<file path="config.mk">
export PLATFORM = sky130hd
export DESIGN_NAME = tda_slot_acct
export DESIGN_NICKNAME = d
export VERILOG_FILES = /design/src/rtl/tda_pkg.sv /design/src/rtl/tda_accum.sv /design/src/rtl/tda_ctrl.sv /design/src/rtl/tda_derive.sv /design/src/rtl/tda_slot_acct.sv
export SDC_FILE = /design/constraint.sdc
export NUM_CORES = 1
export LEC_CHECK = 0
export BUFFER_PORTS_ARGS = -buffer_cell sky130_fd_sc_hd__buf_2
export CAP_MARGIN = 20
export CORE_UTILIZATION = 45
export CTS_BUF_LIST = sky130_fd_sc_hd__clkbuf_2
export CTS_CLUSTER_DIAMETER = 50
export DETAILED_ROUTE_END_ITERATION = 12
export GPL_ROUTABILITY_DRIVEN = 0
export PLACE_DENSITY = 0.65
export RECOVER_POWER = 50
export SYNTH_ARGS = -nofsm -noshare
export SYNTH_HDL_FRONTEND = slang
export SYNTH_SLANG_ARGS = --single-unit
</file>
<file path="constraint.sdc">
create_clock -name clk -period 12.7 [get_ports clk]
set_input_delay 1.905 -clock clk [delete_from_list [all_inputs] [get_ports clk]]
set_output_delay 1.905 -clock clk [all_outputs]
set_load 0.05 [all_outputs]
</file>
<file path="src/rtl/tda_pkg.sv">
package tda_pkg;
    typedef enum logic [1:0] {
        S_IDLE  = 2'd0,
        S_COUNT = 2'd1,
        S_HOLD  = 2'd2
    } tda_state_e;

    localparam int LN_CYC   = 0;
    localparam int LN_TOT   = 1;
    localparam int LN_FE    = 2;
    localparam int LN_ALLOC = 3;
    localparam int LN_RET   = 4;
    localparam int LN_PEN   = 5;
    localparam int LN_NUM   = 6;
endpackage

</file>
<file path="src/rtl/tda_accum.sv">
module tda_accum #(
    parameter int ACC_W = 32,
    parameter int INC_W = 8
) (
    input  logic             clk,
    input  logic             rst_n,
    input  logic             clr,
    input  logic             go,
    input  logic [INC_W-1:0] inc,
    output logic [ACC_W-1:0] val
);
    always_ff @(posedge clk or negedge rst_n) begin
        if (!rst_n)
            val <= '0;
        else if (clr)
            val <= '0;
        else if (go)
            val <= val + ACC_W'(inc);
    end
endmodule

</file>
<file path="src/rtl/tda_ctrl.sv">
module tda_ctrl
    import tda_pkg::*;
#(
    parameter int ACC_W = 32
) (
    input  logic             clk,
    input  logic             rst_n,
    input  logic             clr,
    input  logic             en,
    input  logic [ACC_W-1:0] win_len,
    input  logic [ACC_W-1:0] cyc_now,
    output logic             acc_go,
    output logic             sample_rdy,
    output tda_state_e       state
);
    tda_state_e state_nxt;
    logic       win_hit;

    always_comb begin
        acc_go    = en && !clr && (state != S_HOLD);
        win_hit   = acc_go && (win_len != '0) && ((cyc_now + 1'b1) == win_len);
        state_nxt = state;
        if (clr) begin
            state_nxt = S_IDLE;
        end else begin
            unique case (state)
                S_IDLE:  if (en) state_nxt = win_hit ? S_HOLD : S_COUNT;
                S_COUNT: if (win_hit) state_nxt = S_HOLD;
                S_HOLD:  state_nxt = S_HOLD;
                default: state_nxt = S_IDLE;
            endcase
        end
    end

    always_ff @(posedge clk or negedge rst_n) begin
        if (!rst_n) state <= S_IDLE;
        else        state <= state_nxt;
    end

    always_ff @(posedge clk or negedge rst_n) begin
        if (!rst_n) sample_rdy <= 1'b0;
        else        sample_rdy <= win_hit;
    end

    p_rdy_in_hold_r7: assert property (@(posedge clk) disable iff (!rst_n)
        sample_rdy |-> (state == S_HOLD));
    p_rdy_single_r7: assert property (@(posedge clk) disable iff (!rst_n)
        sample_rdy |=> !sample_rdy);
    p_clr_idle_r9: assert property (@(posedge clk) disable iff (!rst_n)
        clr |=> (state == S_IDLE) && !sample_rdy);
endmodule

</file>
<file path="src/rtl/tda_derive.sv">
module tda_derive #(
    parameter int ACC_W = 32
) (
    input  logic [ACC_W-1:0] tot,
    input  logic [ACC_W-1:0] fe,
    input  logic [ACC_W-1:0] alloc,
    input  logic [ACC_W-1:0] ret,
    input  logic [ACC_W-1:0] pen,
    output logic [ACC_W-1:0] bs,
    output logic [ACC_W-1:0] be
);
    localparam int XW = ACC_W + 2;
    logic [XW-1:0] spec_raw, used;

    always_comb begin
        spec_raw = XW'(alloc) + XW'(pen);
        bs       = (spec_raw > XW'(ret)) ? ACC_W'(spec_raw - XW'(ret)) : '0;
        used     = XW'(fe) + XW'(bs) + XW'(ret);
        be       = (XW'(tot) > used) ? ACC_W'(XW'(tot) - used) : '0;
    end
endmodule

</file>
<file path="src/rtl/tda_slot_acct.sv">
module tda_slot_acct
    import tda_pkg::*;
#(
    parameter int W       = 4,
    parameter int PEN_CYC = 20,
    parameter int ACC_W   = 32,
    localparam int SLOT_W = $clog2(W + 1)
) (
    input  logic              clk,
    input  logic              rst_n,
    input  logic              acc_en,
    input  logic              acc_clr,
    input  logic [ACC_W-1:0]  win_len,
    input  logic [SLOT_W-1:0] undeliv,
    input  logic [SLOT_W-1:0] alloc_n,
    input  logic [SLOT_W-1:0] retire_n,
    input  logic              flush,
    output logic [ACC_W-1:0]  cyc_cnt,
    output logic [ACC_W-1:0]  tot_slots,
    output logic [ACC_W-1:0]  fe_slots,
    output logic [ACC_W-1:0]  be_slots,
    output logic [ACC_W-1:0]  bs_slots,
    output logic [ACC_W-1:0]  ret_slots,
    output logic              sample_rdy
);
    localparam int PEN_SLOTS = PEN_CYC * W;
    localparam int INC_W     = $clog2(PEN_SLOTS + W + 1);
    localparam logic [SLOT_W-1:0] WMAX = SLOT_W'(W);

    logic             acc_go;
    tda_state_e       st;
    logic [INC_W-1:0] inc_v [LN_NUM];
    logic [ACC_W-1:0] acc_v [LN_NUM];
    logic [ACC_W-1:0] alloc_sum, pen_sum;

    always_comb begin
        inc_v[LN_CYC]   = INC_W'(1);
        inc_v[LN_TOT]   = INC_W'(W);
        inc_v[LN_FE]    = INC_W'((undeliv  > WMAX) ? WMAX : undeliv);
        inc_v[LN_ALLOC] = INC_W'((alloc_n  > WMAX) ? WMAX : alloc_n);
        inc_v[LN_RET]   = INC_W'((retire_n > WMAX) ? WMAX : retire_n);
        inc_v[LN_PEN]   = flush ? INC_W'(PEN_SLOTS) : '0;
    end

    tda_ctrl #(.ACC_W(ACC_W)) u_ctrl (
        .clk(clk), .rst_n(rst_n), .clr(acc_clr), .en(acc_en),
        .win_len(win_len), .cyc_now(acc_v[LN_CYC]),
        .acc_go(acc_go), .sample_rdy(sample_rdy), .state(st)
    );

    for (genvar g = 0; g < LN_NUM; g++) begin : g_lane
        tda_accum #(.ACC_W(ACC_W), .INC_W(INC_W)) u_acc (
            .clk(clk), .rst_n(rst_n), .clr(acc_clr), .go(acc_go),
            .inc(inc_v[g]), .val(acc_v[g])
        );
    end

    assign cyc_cnt   = acc_v[LN_CYC];
    assign tot_slots = acc_v[LN_TOT];
    assign fe_slots  = acc_v[LN_FE];
    assign alloc_sum = acc_v[LN_ALLOC];
    assign ret_slots = acc_v[LN_RET];
    assign pen_sum   = acc_v[LN_PEN];

    tda_derive #(.ACC_W(ACC_W)) u_derive (
        .tot(tot_slots), .fe(fe_slots), .alloc(alloc_sum), .ret(ret_slots),
        .pen(pen_sum), .bs(bs_slots), .be(be_slots)
    );

    p_tot_width_r2: assert property (@(posedge clk) disable iff (!rst_n)
        tot_slots == ACC_W'(cyc_cnt * W));
    p_fe_step_r3: assert property (@(posedge clk) disable iff (!rst_n)
        !acc_clr |=> (fe_slots - $past(fe_slots)) <= ACC_W'(W));
    p_ret_step_r4: assert property (@(posedge clk) disable iff (!rst_n)
        !acc_clr |=> (ret_slots - $past(ret_slots)) <= ACC_W'(W));
    p_partition_r6: assert property (@(posedge clk) disable iff (!rst_n)
        (be_slots != '0) |->
        ((ACC_W+2)'(be_slots) + (ACC_W+2)'(fe_slots) + (ACC_W+2)'(bs_slots)
         + (ACC_W+2)'(ret_slots)) == (ACC_W+2)'(tot_slots));
    p_hold_frozen_r7: assert property (@(posedge clk) disable iff (!rst_n)
        (st == S_HOLD && !acc_clr) |=> $stable(cyc_cnt) && $stable(fe_slots));
    p_en_low_r8: assert property (@(posedge clk) disable iff (!rst_n)
        (!acc_en && !acc_clr) |=> $stable(tot_slots) && $stable(ret_slots));
    p_clr_zero_r1: assert property (@(posedge clk) disable iff (!rst_n)
        acc_clr |=> (cyc_cnt == '0) && (fe_slots == '0) && (bs_slots == '0));
endmodule

</file>
==> metrics list, run 1 <==
- Worst EP arrival: 10340 ps
* Remaining global-route overflow: 0
- Critical Path Fanout Max: 18
- The final layout contains 2581 nets.
- Yosys mapped the design onto 78 distinct sky130hd cell types.
- At the end of the flow the core is filled with cells to 51.74%.
- Root buf cell: sky130_fd_sc_hd__clkbuf_2
- Starting utilization of the core area: 46.00%
* Largest net degree at the start of global routing: 113
* Post-synth top area share: 27.10%
- Port buffering added 236 buffers.
* Share of synthesized registers carrying an async set or reset: 100.0%
- Total Wirelength: 53620 µm
* Min-Delay Startpoint: g_lane[3].u_acc.val[31]
* Final Slew Violations: 252
- Failing checks: capacitance limit, slew limit
* Worst setup path class: register to output port
- The most critical setup path has its startpoint at g_lane[3].u_acc.val[5].
- Clock-pin slew of the registers on the worst-case setup and hold paths: 280 ps
* Worst relative slew slack: -322.9%
* Number of buffers added by the clock tree synthesis step: 17
- In the routed design, unresolved DRC markers number 0.
- The slowest stage of the critical path is the sky130_fd_sc_hd__dfrtp_1 cell.
- The count of nets left with antenna violations once routing finished came out at 0.
* Worst Path Buf+Inv: 4
* Maximum count of clock buffers along a single path: 2
- DIE AREA: 0.03957 mm²
* Total iterations of the first detailed-routing run: 6
- For this run, the register share of the synthesized area comes to 27.10%.
- A synthesized cell averages 8.154 µm².
- The run finished, with violations left.
* Maximum level of the CTS H-tree: 4
* Static Leakage: 9.522 nW
* Worst ir drop on vdd: 0.06455 mV
* Slowest stage delay, CP: 460 ps
* Overall power consumption: 2.576 mW
- The first global-routing pass estimated 83480 µm of wire.
- Wire length per cell: 18.61 µm
- Die Wd: 198.9 µm
* Via count: 16654
* Boundary pin count: 239
- Of all cell types, the one taking the most synthesized area is sky130_fd_sc_hd__dfrtp_1.
- STA classifies the critical path startpoint as a register.
* Worst endpoint required time: 10800 ps
- The later pin in the worst-skew pair is clocked with a latency of 880 ps.
- Setup violations remaining at the end of the flow were counted as 0.
- Derived from the worst setup path, the maximum achievable clock frequency is 81.64 MHz.
- The clock net in this run drives a total of 189 sinks.
- The worst register-to-register path begins at u_ctrl.state[0].
- The Yosys step of the flow raised 0 warnings.
- After detailed routing, the number of vias per cell comes to 5.779.
- Max Cap Violations: 4
- Worst setup skew after layout: 51.25 ps
- Layout cell share with drive strength beyond 1: 14.64%
- Pwr dens: 131.2 mW/mm²
- Filler cell count in the final layout: 3652
* Final-layout worst hold slack: 579.3 ps
- Summing every instance area after synthesis gives 0.01745 mm².
- HPWL after detailed placement: 41890 µm
- DR iter-0 viols: 1314
- In this design, the critical path's most frequently occurring cell is sky130_fd_sc_hd__a21o_1.
- Vertical die dimension: 198.9 µm
* Cells taking the most area after synthesis: sky130_fd_sc_hd__dfrtp_1 27%, sky130_fd_sc_hd__ha_1 10%, sky130_fd_sc_hd__xnor2_1 7.6%
- Area grow syn2layout: 12.47%
* Hold violation total from the final report: 0
- The min-delay analysis places its worst path in the category register to register.
- Via count of the first global-routing pass: 15558
- Top delay family on crit path: compound AO/OA/AOI/OAI gates
- The initial antenna violation count was 1.
- Among all flip-flop cells after synthesis, the most frequent one is sky130_fd_sc_hd__dfrtp_1.
- In this run, synthesis inferred 0 flip-flops with an integrated enable.
* Total track usage: 26.99%
- Final worst path period share: 96.45%
* Area of the core: 0.03793 mm²
- The worst setup path is captured at an output port.
- After detailed placement, the total cell area comes to 0.01911 mm².
- Synthesis handed over a netlist of 2140 instances.
* Clock tree from TritonCTS: built
* Minimum clock period: 12250 ps
- The floorplan has 71 rows.
* #FFs+latches synth: 189
- At the pin with the least slew margin, the transition time is 6343 ps.
- Summing all non-filler instances in the final layout gives an area of 0.01963 mm².
[cells in the mapped netlist, types with 12 or more instances]
library cell               instances
sky130_fd_sc_hd__nor2_1          289
sky130_fd_sc_hd__dfrtp_1         189
sky130_fd_sc_hd__nand2_1         167
sky130_fd_sc_hd__xnor2_1         151
sky130_fd_sc_hd__ha_1            141
sky130_fd_sc_hd__a21oi_1         138
sky130_fd_sc_hd__xor2_1          128
sky130_fd_sc_hd__nand3_1         101
sky130_fd_sc_hd__inv_1           100
sky130_fd_sc_hd__o21ai_0          89
sky130_fd_sc_hd__nor3_1           85
sky130_fd_sc_hd__a21o_1           55
sky130_fd_sc_hd__clkbuf_1         51
sky130_fd_sc_hd__nand4_1          50
sky130_fd_sc_hd__fa_1             37
sky130_fd_sc_hd__or3_1            33
sky130_fd_sc_hd__and3_1           32
sky130_fd_sc_hd__nor4_1           30
sky130_fd_sc_hd__nor2b_1          27
sky130_fd_sc_hd__a211oi_1         22
sky130_fd_sc_hd__o21a_1           20
sky130_fd_sc_hd__and2_1           19
sky130_fd_sc_hd__nand2b_1         17
sky130_fd_sc_hd__o211ai_1         12
[cell type report]
class                      instances  area [µm²]  area share [%]
multi-input combinational       1785       12270           62.52
sequential                       189        4732           24.11
timing repair buffer             264        1420           7.236
tap                              511       639.4           3.258
inverter                         100       375.4           1.913
clock inverter                    14       95.09          0.4845
clock buffer                      18       90.09          0.4590
antenna                            1       2.502         0.01275
[state kept, by name, summed over array words and instances, names as in the netlist]
name               cells
g_lane.u_acc.val     186
u_ctrl.state           2
u_ctrl.sample_rdy      1
[through the flow]
stage / std cells / setup slack, ps / setup TNS, ps
after CTS: 2867 / 12.78 / 0
after floorplan: 2141 / 35.29 / 0
after global routing: 2882 / -89.47 / -1990
after detailed placement: 2834 / 408.6 / 0
final: 2882 / 450.8 / 0
after global placement: 2834 / 757.6 / 0
[repair_timing]
| item | CTS | global route |
|---|---|---|
| buffers inserted | 1 | 11 |
| hold buffers | 0 | 0 |
| hold endpoints to repair | 0 | 0 |
| resized for setup | 15 | 43 |
| pin swaps | 0 | 6 |
| cloned | 0 | 2 |
| setup endpoints to repair | 32 | 32 |
[final timing paths]
kind / to / slack (ps) / cells after the start
max in group asynchronous: g_lane[5].u_acc.val[26] / 3290 / 3
setup / recovery: be_slots[17] / 450 / 43
min in group asynchronous: g_lane[1].u_acc.val[12] / 3350 / 1
hold / removal: g_lane[3].u_acc.val[31] / 580 / 2
hold reg to reg: g_lane[3].u_acc.val[31] / 580 / 2
setup reg to reg: g_lane[1].u_acc.val[30] / 7670 / 12
[worst min-delay path: stages, from the launching register on]
cell                      delay (ps)
sky130_fd_sc_hd__dfrtp_1         440
sky130_fd_sc_hd__xnor2_1         120
sky130_fd_sc_hd__nor2_1           40
[logic make-up (layout without fill, tap and decap cells)]
family | count (synthesis) | after routing | share of synthesized area [%]
buf+inv | 167 | 396 | 3.829
fa+ha+maj | 178 | 178 | 14.36
mux | 3 | 3 | 0.1721
compound gates | 427 | 427 | 15.80
simple gates | 896 | 896 | 24.72
xor+xnor | 279 | 279 | 14.00
flops | 189 | 189 | 27.10
other cells | 1 | 3 | 0.02149
[power breakdown]
group	switching, mW	internal (mW)
Combinational	1.12	0.536
Clock	0.229	0.0528
Sequential	0.0221	0.616
[per-layer routing]
metal / global-route usage, % / up-vias / part of all wire [%]
met5: 0 / - / 0
met4: 10.94 / 0 / 4.1
met3: 3.171 / 104 / 5.7
met2: 45.20 / 589 / 47
met1: 35.27 / 7979 / 43
li1: - / 7982 / -
[cell usage in the layout (no fill, tap or decap), types with 20 or more instances in the layout]
| master | n |
|---|---|
| sky130_fd_sc_hd__nand2_1 | 167 |
| sky130_fd_sc_hd__ha_1 | 138 |
| sky130_fd_sc_hd__fa_1 | 36 |
| sky130_fd_sc_hd__xor2_1 | 128 |
| sky130_fd_sc_hd__nor2b_1 | 27 |
| sky130_fd_sc_hd__xnor2_1 | 151 |
| sky130_fd_sc_hd__nand3_1 | 100 |
| sky130_fd_sc_hd__a21o_1 | 55 |
| sky130_fd_sc_hd__and3_1 | 32 |
| sky130_fd_sc_hd__a21oi_1 | 133 |
| sky130_fd_sc_hd__or3_1 | 33 |
| sky130_fd_sc_hd__buf_2 | 232 |
| sky130_fd_sc_hd__inv_1 | 100 |
| sky130_fd_sc_hd__nor2_1 | 285 |
| sky130_fd_sc_hd__nor3_1 | 82 |
| sky130_fd_sc_hd__o21ai_0 | 83 |
| sky130_fd_sc_hd__nand4_1 | 50 |
| sky130_fd_sc_hd__nor4_1 | 29 |
| sky130_fd_sc_hd__dfrtp_1 | 187 |
| sky130_fd_sc_hd__buf_4 | 20 |
(Power assumes the default switching activity.)
==> inputs of run 2 (changes only) <==
--- a/config.mk
+++ b/config.mk
@@ -9,2 +9,4 @@
 export CAP_MARGIN = 20
+export CELL_PAD_IN_SITES_DETAIL_PLACEMENT = 1
+export CELL_PAD_IN_SITES_GLOBAL_PLACEMENT = 1
 export CORE_UTILIZATION = 45
@@ -14,3 +16,3 @@
 export GPL_ROUTABILITY_DRIVEN = 0
-export PLACE_DENSITY = 0.65
+export PLACE_DENSITY = 0.83
 export RECOVER_POWER = 50
--- a/constraint.sdc
+++ b/constraint.sdc
@@ -3,2 +3,2 @@
 set_output_delay 1.905 -clock clk [all_outputs]
-set_load 0.05 [all_outputs]
+set_load 0.1 [all_outputs]
==> run 2 against run 1 <==
Compared with the run above:
- clock-buffer cell count stayed put
- non-clock buffer count is 5 higher
- the run still ends with capacitance limit, slew limit left
- die area stayed put
==> metrics list, run 2 (synthesized netlist as in run 1, its figures left out) <==
- Status: finished with violations
- The checks that failed: capacitance limit, slew limit.
* Boundary pin count: 239 (unchanged)
- Num rows: 71 (unchanged)
- Worst Tran Pin Value: 3847 ps (-2496 ps)
- The startpoint identified for the worst hold timing path is g_lane[3].u_acc.val[0].
- The depth of the most critical reg-to-reg path is 11 (-1).
* Number of sinks driven by the clock tree: 189 (unchanged)
- Maximum count of clock buffers along a single path: 2 (unchanged)
- Reg2Reg Launch Point: u_ctrl.state[0]
- Die Wd: 198.9 µm (unchanged)
- Worst-case setup slack after placement: 30.56 ps (-378.1 ps)
- Remaining global-route overflow: 0 (unchanged)
* Worst endpoint required time: 10800 ps (about the same)
* Worst hold path class: register to register
- The overall via count from detail_route was 17141 (+2.9%).
* Vertical die dimension: 198.9 µm (unchanged)
* Critical Path Fanout Max: 32 (+14)
* Final-layout worst hold slack: 581.2 ps (+1.843 ps)
- Worst relative slew slack: -156.5% (+170 points)
* Root buf cell: sky130_fd_sc_hd__clkbuf_2
- Final worst path period share: 97.34% (+0.89 points)
* IO buf count: 236 (unchanged)
* Via count of the first global-routing pass: 17512 (+13%)
- The number of nets in the final layout was 2586 (+0.19%).
- The register area was 0.004730 mm² (about the same).
- First-pass GRT wire length: 94830 µm (+14%)
* Most numerous cell on the critical path: sky130_fd_sc_hd__ha_1
- The number of vias per cell after detailed routing is 5.937 (+2.7%).
* DR iter-0 viols: 1015 (-23%)
- The path with the worst hold slack has its endpoint at g_lane[3].u_acc.val[0].
- Final Slew Violations: 281 (+12%)
* Layout cell share with drive strength beyond 1: 16.34% (+1.7 points)
- Slowest stage delay, CP: 530 ps (+70 ps)
- The top cell types in the final layout, fill and taps aside, are 286 x sky130_fd_sc_hd__nor2_1, 201 x sky130_fd_sc_hd__buf_2, 189 x sky130_fd_sc_hd__dfrtp_1.
* Max Cap Violations: 6 (+2)
* Wire length per cell: 21.11 µm (+13%)
- Biggest registers after layout: g_lane.u_acc.val x186, u_ctrl.state x2, u_ctrl.sample_rdy x1
- The remaining antenna violation count was 0 (unchanged).
- The clock slew at the register clock pins of the worst setup and hold paths came to 290 ps (about the same).
- Largest net degree at the start of global routing: 101 (-11%)
* Clock tree from TritonCTS: built
* Hold violation total from the final report: 0 (unchanged)
- Filler cell count in the final layout: 4679 (+28%)
- Highest achievable clock rate: 80.89 MHz (-0.91%)
* Endpoint kind of the worst setup timing path: output port
- The register-to-register path setup slack came to 6910 ps (-760 ps).
* Worst EP arrival: 10460 ps (+120 ps)
- Util after Layout: 53.04% (+1.3 points)
- Minimum clock period: 12360 ps (+113.1 ps)
- Relative to the synthesized area, the layout overhead comes to 15.30%.
- Flip-flop count of the largest register, all copies and words added: 186 (unchanged)
* RR Endpoint: g_lane[1].u_acc.val[30]
- The power density of the placed cells is 152.2 mW/mm² (+16%).
- The area enclosed by the die boundary was 0.03957 mm² (unchanged).
- The worst hold path cell count came to 2 (unchanged).
- Worst ir drop on vdd: 0.08282 mV (+28%)
- Area of the core: 0.03793 mm² (unchanged)
- Worst setup skew after layout: 38.95 ps (-12.31 ps)
- HPWL after detailed placement: 47720 µm (+14%)
* Total track usage: 30.69% (+3.7 points)
- The clock latency on the worst-skew pair came to 930 ps (+50 ps).
- Starting utilization of the core area: 46.00% (unchanged)
- The number of buffers added by the clock tree synthesis step is 17 (unchanged).
* Number of antenna violations at the first check in global routing: 1 (unchanged)
- Worst setup path class: register to output port
- Register with the highest flop count: g_lane.u_acc.val
* Total iterations of the first detailed-routing run: 5 (-1)
* Most common library cell in the layout ignoring fill and taps: sky130_fd_sc_hd__nor2_1
* Total Wirelength: 60940 µm (+14%)
* Static Leakage: 9.592 nW (+0.74%)
- The post-route DRC violation count came to 0 (unchanged).
- The design area came to 0.02012 mm² (+2.5%).
- Setup Viol. Count Final: 0 (unchanged)
* Type of origin of the critical path: register
- The slowest stage of the critical path is the sky130_fd_sc_hd__fa_1 cell.
* Maximum level of the CTS H-tree: 4 (unchanged)
* Final worst slack: 337.8 ps (-113.1 ps)
* Area of combinational cells with multiple inputs: 0.01247 mm² (+1.6%)
- Post-placement cell area: 0.01937 mm² (+1.3%)
* CTS Hold Buffers Added: 0 (unchanged)
run 2: changes by cell type in the layout (fill, tap and decap cells not counted), moves of 3 or more:
cell                         delta
sky130_fd_sc_hd__nor4_1         -3
sky130_fd_sc_hd__buf_6         +21
sky130_fd_sc_hd__nor3_2        +30
sky130_fd_sc_hd__buf_2         -31
sky130_fd_sc_hd__buf_4         +13
sky130_fd_sc_hd__clkinv_2       -4
sky130_fd_sc_hd__bufinv_16      +3
sky130_fd_sc_hd__nor3_1        -31
sky130_fd_sc_hd__clkinvlp_4     +3
run 2: area by class of cell:
cell class	instances	area share [%]
Multi-Input combinational cell	1785	61.99
Sequential cell	189	23.51
Timing Repair Buffer	269	8.091
Tap cell	511	3.178
Inverter	100	1.866
Clock inverter	14	0.9080
Clock buffer	18	0.4478
Antenna cell	1	0.01244
run 2: per-layer routing:
metal	track usage (%)	vias up	part of all wire, %
met5	0	-	0
met4	13.30	0	3.8
met3	3.849	130	4.6
met2	53.47	461	50
met1	37.93	8581	42
li1	-	7969	-
run 2: metrics by stage:
stage / TNS (ps) / std cells / power [mW]
after floorplan: -448.4 / 2141 / 2.095
after global routing: -1015 / 2887 / 3.193
after global placement: 0 / 2840 / 2.554
after CTS: 0 / 2878 / 3.009
after detailed placement: 0 / 2840 / 2.599
final: 0 / 2887 / 3.062
run 2: worst max path at each step:
stage	from	endpoint	slack [ps]	depth (start not counted)
3_5_place_dp	g_lane[3].u_acc.val[5]	be_slots[11]	30	43
2_1_floorplan	g_lane[3].u_acc.val[5]	be_slots[21]	-220	41
3_3_place_gp	g_lane[3].u_acc.val[5]	be_slots[12]	420	43
4_1_cts	g_lane[3].u_acc.val[5]	be_slots[7]	30	41
5_1_grt	g_lane[3].u_acc.val[5]	be_slots[29]	-80	40
6_report	g_lane[3].u_acc.val[6]	be_slots[21]	340	41
run 2: what timing repair did:
item | CTS | global route
pin swaps | 6 | 6
gates cloned | 0 | 1
endpoints found under the setup margin | 32 | 32
buffers inserted | 6 | 7
resized for setup | 59 | 50
run 2: report_power, final:
part | internal (mW) | switching (mW) | total (mW)
Combinational | 0.572 | 1.49 | 2.06
Clock | 0.115 | 0.247 | 0.362
Sequential | 0.616 | 0.0215 | 0.638
Total | 1.30 | 1.76 | 3.06
run 2: critical path, delay by kind of cell (launching register included):
kind	cells	cell delay, ps
simple gates	13	2260
fa+ha+maj	5	2070
xor+xnor	2	380
buf+inv	4	860
compound gates	17	3430
flops	1	490
